## src/rtl/tx4b5b_pkg.sv

```systemverilog
package tx4b5b_pkg;
  localparam int NIB_W = 4;
  localparam int SYM_W = NIB_W + 1;

  localparam logic [SYM_W-1:0] SYM_IDLE = 5'b11111;
  localparam logic [SYM_W-1:0] SYM_J    = 5'b11000;
  localparam logic [SYM_W-1:0] SYM_K    = 5'b10001;
  localparam logic [SYM_W-1:0] SYM_T    = 5'b01101;
  localparam logic [SYM_W-1:0] SYM_R    = 5'b00111;
  localparam logic [SYM_W-1:0] SYM_HALT = 5'b00100;

  typedef enum logic [2:0] {
    FS_GAP  = 3'd0,
    FS_K    = 3'd1,
    FS_BODY = 3'd2,
    FS_T    = 3'd3,
    FS_R    = 3'd4
  } frm_st_e;
endpackage

```

## src/rtl/tx4b5b_datamap.sv

```systemverilog
module tx4b5b_datamap
  import tx4b5b_pkg::*;
#(
  parameter int NW = NIB_W,
  localparam int SW = NW + 1
) (
  input  logic [NW-1:0] nib,
  output logic [SW-1:0] sym
);
  always_comb begin
    case (nib)
      4'h0: sym = 5'b11110;
      4'h1: sym = 5'b01001;
      4'h2: sym = 5'b10100;
      4'h3: sym = 5'b10101;
      4'h4: sym = 5'b01010;
      4'h5: sym = 5'b01011;
      4'h6: sym = 5'b01110;
      4'h7: sym = 5'b01111;
      4'h8: sym = 5'b10010;
      4'h9: sym = 5'b10011;
      4'hA: sym = 5'b10110;
      4'hB: sym = 5'b10111;
      4'hC: sym = 5'b11010;
      4'hD: sym = 5'b11011;
      4'hE: sym = 5'b11100;
      default: sym = 5'b11101;
    endcase
  end
endmodule

```

## src/rtl/tx4b5b_framer.sv

```systemverilog
module tx4b5b_framer
  import tx4b5b_pkg::*;
#(
  parameter int NW = NIB_W,
  localparam int SW = NW + 1
) (
  input  logic          clk,
  input  logic          rst_n,
  input  logic          tx_en,
  input  logic          tx_er,
  input  logic          bypass,
  input  logic [NW-1:0] txd,
  input  logic [SW-1:0] data_sym,
  output logic [SW-1:0] sym_nxt,
  output frm_st_e       st_q
);
  frm_st_e st_d;

  always_comb begin
    st_d    = st_q;
    sym_nxt = SYM_IDLE;
    if (bypass) begin
      st_d    = FS_GAP;
      sym_nxt = tx_en ? {tx_er, txd} : SYM_IDLE;
    end else begin
      case (st_q)
        FS_GAP: begin
          if (tx_en) begin
            sym_nxt = SYM_J;
            st_d    = FS_K;
          end
        end
        FS_K: begin
          sym_nxt = SYM_K;
          st_d    = tx_en ? FS_BODY : FS_T;
        end
        FS_BODY: begin
          if (tx_en) begin
            sym_nxt = tx_er ? SYM_HALT : data_sym;
          end else begin
            sym_nxt = SYM_T;
            st_d    = FS_R;
          end
        end
        FS_T: begin
          sym_nxt = SYM_T;
          st_d    = FS_R;
        end
        FS_R: begin
          sym_nxt = SYM_R;
          st_d    = FS_GAP;
        end
        default: begin
          sym_nxt = SYM_IDLE;
          st_d    = FS_GAP;
        end
      endcase
    end
  end

  always_ff @(posedge clk or negedge rst_n) begin
    if (!rst_n) st_q <= FS_GAP;
    else        st_q <= st_d;
  end
endmodule

```

## src/rtl/tx4b5b_enc.sv

```systemverilog
module tx4b5b_enc
  import tx4b5b_pkg::*;
#(
  parameter int NIB_WIDTH = NIB_W,
  localparam int SYMW = NIB_WIDTH + 1
) (
  input  logic                 clk,
  input  logic                 rst_n,
  input  logic                 tx_en,
  input  logic                 tx_er,
  input  logic [NIB_WIDTH-1:0] txd,
  input  logic                 bypass,
  output logic [SYMW-1:0]      code
);
  logic [SYMW-1:0] data_sym;
  logic [SYMW-1:0] sym_nxt;
  logic [SYMW-1:0] code_q;
  frm_st_e         st_q;

  tx4b5b_datamap #(.NW(NIB_WIDTH)) u_map (
    .nib (txd),
    .sym (data_sym)
  );

  tx4b5b_framer #(.NW(NIB_WIDTH)) u_frm (
    .clk      (clk),
    .rst_n    (rst_n),
    .tx_en    (tx_en),
    .tx_er    (tx_er),
    .bypass   (bypass),
    .txd      (txd),
    .data_sym (data_sym),
    .sym_nxt  (sym_nxt),
    .st_q     (st_q)
  );

  always_ff @(posedge clk or negedge rst_n) begin
    if (!rst_n) code_q <= SYM_IDLE;
    else        code_q <= sym_nxt;
  end

  assign code = code_q;

  assert_j_then_k_R2: assert property (@(posedge clk) disable iff (!rst_n)
    (code_q == SYM_J && !bypass && !$past(bypass)) |=> code_q == SYM_K);

  assert_t_then_r_R4: assert property (@(posedge clk) disable iff (!rst_n)
    (code_q == SYM_T && !bypass && !$past(bypass)) |=> code_q == SYM_R);

  assert_r_then_gap_R5: assert property (@(posedge clk) disable iff (!rst_n)
    (code_q == SYM_R && !bypass && !$past(bypass))
      |=> (code_q == SYM_IDLE || code_q == SYM_J));

  assert_halt_sub_R6: assert property (@(posedge clk) disable iff (!rst_n)
    (!bypass && st_q == FS_BODY && tx_en && tx_er) |=> code_q == SYM_HALT);

  assert_raw_pass_R8: assert property (@(posedge clk) disable iff (!rst_n)
    (bypass && tx_en) |=> code_q == $past({tx_er, txd}));
endmodule

```

## config.mk

```make
export PLATFORM = sky130hd
export DESIGN_NAME = tx4b5b_enc
export DESIGN_NICKNAME = d
export VERILOG_FILES = /design/src/rtl/tx4b5b_pkg.sv /design/src/rtl/tx4b5b_datamap.sv /design/src/rtl/tx4b5b_framer.sv /design/src/rtl/tx4b5b_enc.sv
export SDC_FILE = /design/constraint.sdc
export NUM_CORES = 1
export LEC_CHECK = 0
export CAP_MARGIN = 20
export CORE_AREA = 2 2 39 41
export CTS_CLUSTER_DIAMETER = 150
export DETAILED_ROUTE_END_ITERATION = 8
export DIE_AREA = 0 0 41 43
export PLACE_DENSITY = 0.6
export SKIP_CTS_REPAIR_TIMING = 1
export SYNTH_ARGS = -nofsm -noshare
export SYNTH_HDL_FRONTEND = slang
export SYNTH_SLANG_ARGS = --single-unit
```

## constraint.sdc

```tcl
create_clock -name clk -period 2.8 [get_ports clk]
set_clock_uncertainty 0.2 [all_clocks]
set_input_delay 0.28 -clock clk [delete_from_list [all_inputs] [get_ports clk]]
set_output_delay 0.28 -clock clk [all_outputs]
set_load 0.02 [all_outputs]
```

==> flow_summary_export.csv, run 1 <==
group,metric,value,unit
synthesis,avgSynthCellArea,8.76,sq um
layout,fin_util,45.3,%
worst_setup_path,cp_cell_sequence,"clkdlybuf4s50_1",
sta,post-route-period-util,66.0,%
worst_setup_path,critPathSlowestCell,"clkdlybuf4s50_1",
synthesis,synth_ff_type,"dfstp_2",
synthesis,ys_ff_latch,8,
layout,n_fill_cell,133,
worst_setup_path,critPathRequiredTime,2.32,ns
floorplan,rows,14,
worst_setup_path,cp-start-kind,"register",
clock_tree,numCtsBuffers,3,
drt,routed_wirelength,1070,um
floorplan,coreArea,0.00138,sq mm
floorplan,fp.dieH,43,um
synthesis,yosysTopAreaCellShare,28.3,%
synthesis,synth_edf_count,0,
sta,rsz0062_at_grt,"false",
floorplan,die_x,41,um
synthesis,ys_seq_area_share,44.5,%
worst_setup_path,end_kind,"output port",
global_routing,gr-total-overflow,0,
worst_setup_path,cp_max_fo,1,
worst_setup_path,path_delay_family,"buffers and inverters",
sta,tightest_slew,0.366,ns
global_routing,grt_use_total,16.1,%
worst_setup_path,reg2regPathDepth,4,
synthesis,synthesis.nets,62,
clock_tree,cts_max_level,1,
drt,final_antenna_net_count,0,
drt,vias,439,
layout,fin_area,627,sq um
layout,layout-drive-gt1-share,16.4,%
sta,hold_violations,0,
worst_setup_path,r2r_setup_slack,1.28,ns
placement,dpl_cell_area,601,sq um
power_and_ir_drop,ir_drop,0.161,mV
drt,via_per_inst,5.29,
placement,hpwl,803,um
power_and_ir_drop,leakage,0.230,nW
global_routing,grt_max_degree,11,
job,maxCapViolations,0,
synthesis,yosys_warnings,0,
synthesis,async_reset_ff_share,100,%
drt,drt_iter0_drc,10,
global_routing,antenna_found_initial,0,
placement,portBuffers,13,
sta,setup_ws,0.952,ns
drt,first_pass_iters,5,
layout,area_delta_synth_final,35.0,%
power_and_ir_drop,power_density,507,mW/mm^2
floorplan,die-area,0.00176,sq mm
layout,n_antenna_cell,0,
layout,fin_cells,83,
layout,fin_nets,77,
synthesis,synth_commonest_cells,"nor2_1, nor3_1, a21oi_1, dfstp_2",
outcome,outcome,"complete, no violations",
worst_setup_path,crit_cells,1,
min_path,holdCritPathClass,"in2async",
placement,place_ws,0.959,ns
synthesis,synth_cell_types,23,
synthesis,syn_area,464,sq um
clock_tree,cts_tree,"done",
floorplan,boundaryPins,14,
synthesis,yosys.area.top_type,"dfstp_2",
worst_setup_path,path_buf_inv,1,
clock_tree,clkLatencyLatePin,0.26,ns
worst_setup_path,slowest_delay,0.59,ns
clock_tree,cts.sinks,8,
sta,fmax,541,MHz
global_routing,grt_pass1_wl,1890,um
clock_tree,cts.root.buffer_cell,"clkbuf_4",
drt,drc_errors,0,
synthesis,ys_top_cells_by_area,"dfstp_2, dfrtp_1, nor3_1",
placement,routabilityCongestion,0.719,
sta,final_max_slew_viol_count,0,
clock_tree,cts.path.max_buffers,2,
placement,dp.cells,79,
drt,wire_per_inst,12.9,um
worst_setup_path,worst-setup-path-type,"reg2out",
sta,setup_tns,0,ns
floorplan,start_util,33.5,%
synthesis,synthCells,53,
sta,setup_viol,0,
sta,finalCriticalPeriod,1.85,ns
sta,maxSlewHeadroom,75.5,%
worst_setup_path,cp.arrival,1.37,ns
global_routing,grt_pass1_vias,448,
clock_tree,clk_pin_slew_worst_paths,0.06,ns
sequential cells by signal, summed over array words and instances, names as in the netlist:
name        cells
code            5
u_frm.st_q      3
worst paths after layout:
path / from / endpoint
worst max-delay path: code[1] / code[1]
worst min-delay path: rst_n / u_frm.st_q[1]
worst max register to register: u_frm.st_q[0] / code[4]
worst min register to register: u_frm.st_q[2] / u_frm.st_q[1]
max in group asynchronous: rst_n / code[4]
min in group clk: u_frm.st_q[2] / u_frm.st_q[1]
cells by family (layout without fill, tap and decap cells):
kind of cell | Yosys count | after routing | synth area share, %
AO/OA/AOI/OAI | 16 | 16 | 22.9
flip-flops | 8 | 8 | 44.5
multiplexers | 1 | 1 | 2.16
AND/OR/NAND/NOR | 21 | 21 | 22.1
XOR/XNOR | 2 | 2 | 3.77
buffers and inverters | 5 | 19 | 4.58
power breakdown:
part	internal [mW]	leakage [nW]	switching, mW	total [mW]
clock	0.0548	0.0150	0.0439	0.0987
combinational	0.0398	0.122	0.0389	0.0787
sequential	0.131	0.0932	0.00914	0.140
total	0.226	0.230	0.0919	0.318
worst reg2reg max path, stage by stage (launching register included):
cell and delay (ns):
dfrtp_1 0.48, nand2b_1 0.24, nor3_1 0.26, o21ai_0 0.13, a21oi_1 0.14
through the flow:
stage | hold WS [ns] | power [mW]
floorplan | -0.216 | 0.184
global placement | 0.375 | 0.221
global route | 0.123 | 0.339
detailed placement | 0.387 | 0.221
CTS | 0.110 | 0.320
finish | 0.100 | 0.318
metal layers:
metal / GRT usage [%] / share of wire, % / vias to the layer above
met3: 4.71 / 5.0 / 4
met4: 10.0 / 2.2 / 0
met2: 23.1 / 49 / 14
met1: 20.2 / 44 / 202
li1: - / - / 219
met5: 0 / 0 / -
placed cells by master, fill, tap and decap left out:
cell | Yosys | layout
o211ai_1 | 1 | 1
dfstp_2 | 5 | 5
nand2_1 | 4 | 4
inv_2 | 1 | 1
o31a_1 | 1 | 1
clkbuf_4 | 0 | 3
clkbuf_1 | 1 | 1
nand2b_1 | 1 | 1
xnor2_1 | 2 | 2
nor3_1 | 7 | 7
o21a_1 | 1 | 1
a21oi_1 | 5 | 5
clkdlybuf4s50_1 | 0 | 13
nand2b_4 | 1 | 1
nor4_1 | 1 | 1
a211oi_2 | 1 | 1
o21ai_0 | 4 | 4
mux2i_1 | 1 | 1
a22oi_1 | 1 | 1
nor2_1 | 7 | 7
a21boi_0 | 1 | 1
o32a_1 | 1 | 1
inv_1 | 1 | 1
dfrtp_1 | 3 | 3
cell type report:
| cell class | instances | area [sq um] | share of cell area (%) |
|---|---|---|---|
| timing repair buffer | 13 | 130 | 20.8 |
| tap | 16 | 20.0 | 3.19 |
| sequential | 8 | 206 | 32.9 |
| inverter | 2 | 7.51 | 1.20 |
| multi-input combinational | 40 | 236 | 37.7 |
| clock buffer | 4 | 26.3 | 4.19 |
(Power assumes the default switching activity.)
==> run 2, diff against run 1 <==
--- a/config.mk
+++ b/config.mk
@@ -10,7 +10,7 @@
 export CTS_CLUSTER_DIAMETER = 150
 export DETAILED_ROUTE_END_ITERATION = 8
 export DIE_AREA = 0 0 41 43
-export PLACE_DENSITY = 0.6
+export PLACE_DENSITY = 0.63
 export SKIP_CTS_REPAIR_TIMING = 1
 export SYNTH_ARGS = -nofsm -noshare
 export SYNTH_HDL_FRONTEND = slang
==> constraint.sdc (replaced) <==
create_clock -name clk -period 1.5 [get_ports clk]
set_clock_uncertainty 0.2 [all_clocks]
set_input_delay 0.15 -clock clk [delete_from_list [all_inputs] [get_ports clk]]
set_output_delay 0.15 -clock clk [all_outputs]
set_load 0.02 [all_outputs]
==> run 2 against run 1 <==
Against the previous run: cell count increased by 18%; routed wire length increased by 21%; power increased by 99%; sequential share of layout area decreased by 5.7 points; count of clock-buffer cells in the layout unchanged; non-clock buffer count increased by 15; clock power increased by 95%; core utilization increased by 9.9 points; largest power group unchanged; highest routed layer unchanged.
==> flow_summary_export.csv, run 2 (synthesized netlist as in run 1, its figures left out) <==
group,metric,value,unit
drt,routed_wirelength,1300,um
clock_tree,cts.sinks,8,
drt,drt_iter0_drc,17,
floorplan,die-area,0.00176,sq mm
worst_setup_path,cp.arrival,1.38,ns
clock_tree,clkLatencyLatePin,0.27,ns
power_and_ir_drop,power_density,829,mW/mm^2
global_routing,grt_pass1_wl,2150,um
worst_setup_path,endpoint,"code[2]",
drt,wire_per_inst,13.2,um
drt,vias,498,
power_and_ir_drop,ir_drop,0.339,mV
worst_setup_path,r2r-end,"code[2]",
worst_setup_path,critPathRequiredTime,1.48,ns
worst_setup_path,worst-setup-path-type,"reg2reg",
sta,final_max_slew_viol_count,0,
layout,n_antenna_cell,0,
floorplan,rows,14,
layout,layout_common_cells,"buf_4, nor2_1, clkdlybuf4s50_1",
global_routing,use_met3,3.14,%
power_and_ir_drop,leakage,0.339,nW
layout,fin_util,55.2,%
global_routing,grt_use_total,18.7,%
layout,fin_cells,98,
worst_setup_path,cp-start-kind,"register",
sta,finalCriticalPeriod,1.40,ns
global_routing,busiest_layer,"met2",
sta,rsz0062_at_grt,"false",
worst_setup_path,reg2regPathDepth,4,
layout,fin_nets,92,
placement,hpwl,953,um
clock_tree,cts_max_level,1,
sta,fmax,714,MHz
layout,final_common_cell,"buf_4",
clock_tree,numCtsBuffers,3,
placement,portBuffers,13,
global_routing,grt_pass1_vias,469,
worst_setup_path,r2r_setup_slack,0.1,ns
clock_tree,cts.path.max_buffers,2,
layout,n_fill_cell,133,
worst_setup_path,r2r-start,"u_frm.st_q[0]",
layout,layout-drive-gt1-share,32.9,%
outcome,outcome,"complete, no violations",
worst_setup_path,cp_max_fo,5,
global_routing,gr-total-overflow,0,
drt,via_per_inst,5.08,
floorplan,coreArea,0.00138,sq mm
layout,largest_register_ffs,5,
worst_setup_path,end_kind,"register",
floorplan,fp.dieH,43,um
drt,final_antenna_net_count,0,
sta,setup_viol,0,
clock_tree,cts_tree,"done",
global_routing,grt_use_met2,26.3,%
layout,area_delta_synth_final,64.4,%
sta,tightest_slew,0.357,ns
job,maxCapViolations,0,
placement,dp.cells,91,
floorplan,boundaryPins,14,
floorplan,start_util,33.5,%
min_path,holdCritPathClass,"in2reg",
floorplan,die_x,41,um
global_routing,antenna_found_initial,0,
clock_tree,cts.root.buffer_cell,"clkbuf_4",
sta,maxSlewHeadroom,76.1,%
clock_tree,clk_pin_slew_worst_paths,0.06,ns
sta,hold_violations,0,
drt,first_pass_iters,4,
global_routing,grt_util_met1,24.3,%
worst_setup_path,critical_path.startpoint,"u_frm.st_q[0]",
global_routing,grt_max_degree,9,
placement,routabilityCongestion,0.780,
drt,drc_errors,0,
sta,post-route-period-util,93.4,%
run 2: per-layer routing:
| metal | vias up | part of all wire, % |
|---|---|---|
| met4 | 0 | 3.6 |
| met5 | - | 0 |
| met2 | 18 | 48 |
| met3 | 5 | 5.3 |
| li1 | 246 | - |
| met1 | 229 | 43 |
run 2: per-stage QoR:
| step | hold WS, ns | instance area, sq um | TNS (ns) | setup WS (ns) | power, mW |
|---|---|---|---|---|---|
| floorplan | -0.346 | 464 | 0 | 0.150 | 0.343 |
| global placement | 0.252 | 691 | -0.632 | -0.196 | 0.438 |
| detailed placement | 0.253 | 691 | -0.755 | -0.200 | 0.442 |
| CTS | -0.0294 | 717 | -1.13 | -0.237 | 0.629 |
| global route | 0.0651 | 763 | 0 | 0.0294 | 0.673 |
| finish | 0.0445 | 763 | 0 | 0.0997 | 0.633 |
run 2: area by class of cell:
type / count / area, sq um / area share (%)
Timing Repair Buffer: 28 / 260 / 34.1
Multi-Input combinational cell: 40 / 241 / 31.6
Sequential cell: 8 / 208 / 27.2
Inverter: 2 / 7.51 / 0.984
Clock buffer: 4 / 26.3 / 3.44
Tap cell: 16 / 20.0 / 2.62
run 2: worst min path at each step:
stage	startpoint	endpoint	slack [ns]	cells past startpoint
after floorplan	rst_n	u_frm.st_q[0]	-0.35	0
after global placement	rst_n	u_frm.st_q[0]	0.25	1
after detailed placement	rst_n	u_frm.st_q[0]	0.25	1
after CTS	rst_n	u_frm.st_q[0]	-0.03	1
after global routing	tx_en	code[0]	0.07	2
final	tx_en	code[0]	0.04	2
run 2: power breakdown:
part / leakage (nW) / internal [mW] / switching (mW)
registers: 0.0917 / 0.245 / 0.0139
clock network: 0.0150 / 0.103 / 0.0887
logic: 0.232 / 0.0970 / 0.0853
total: 0.339 / 0.445 / 0.188
run 2: worst max-delay path, stage by stage (launching register included):
cell,delay (ns)
dfrtp_1,0.43
nand2b_1,0.20
buf_4,0.16
nor4_1,0.21
a21oi_1,0.11
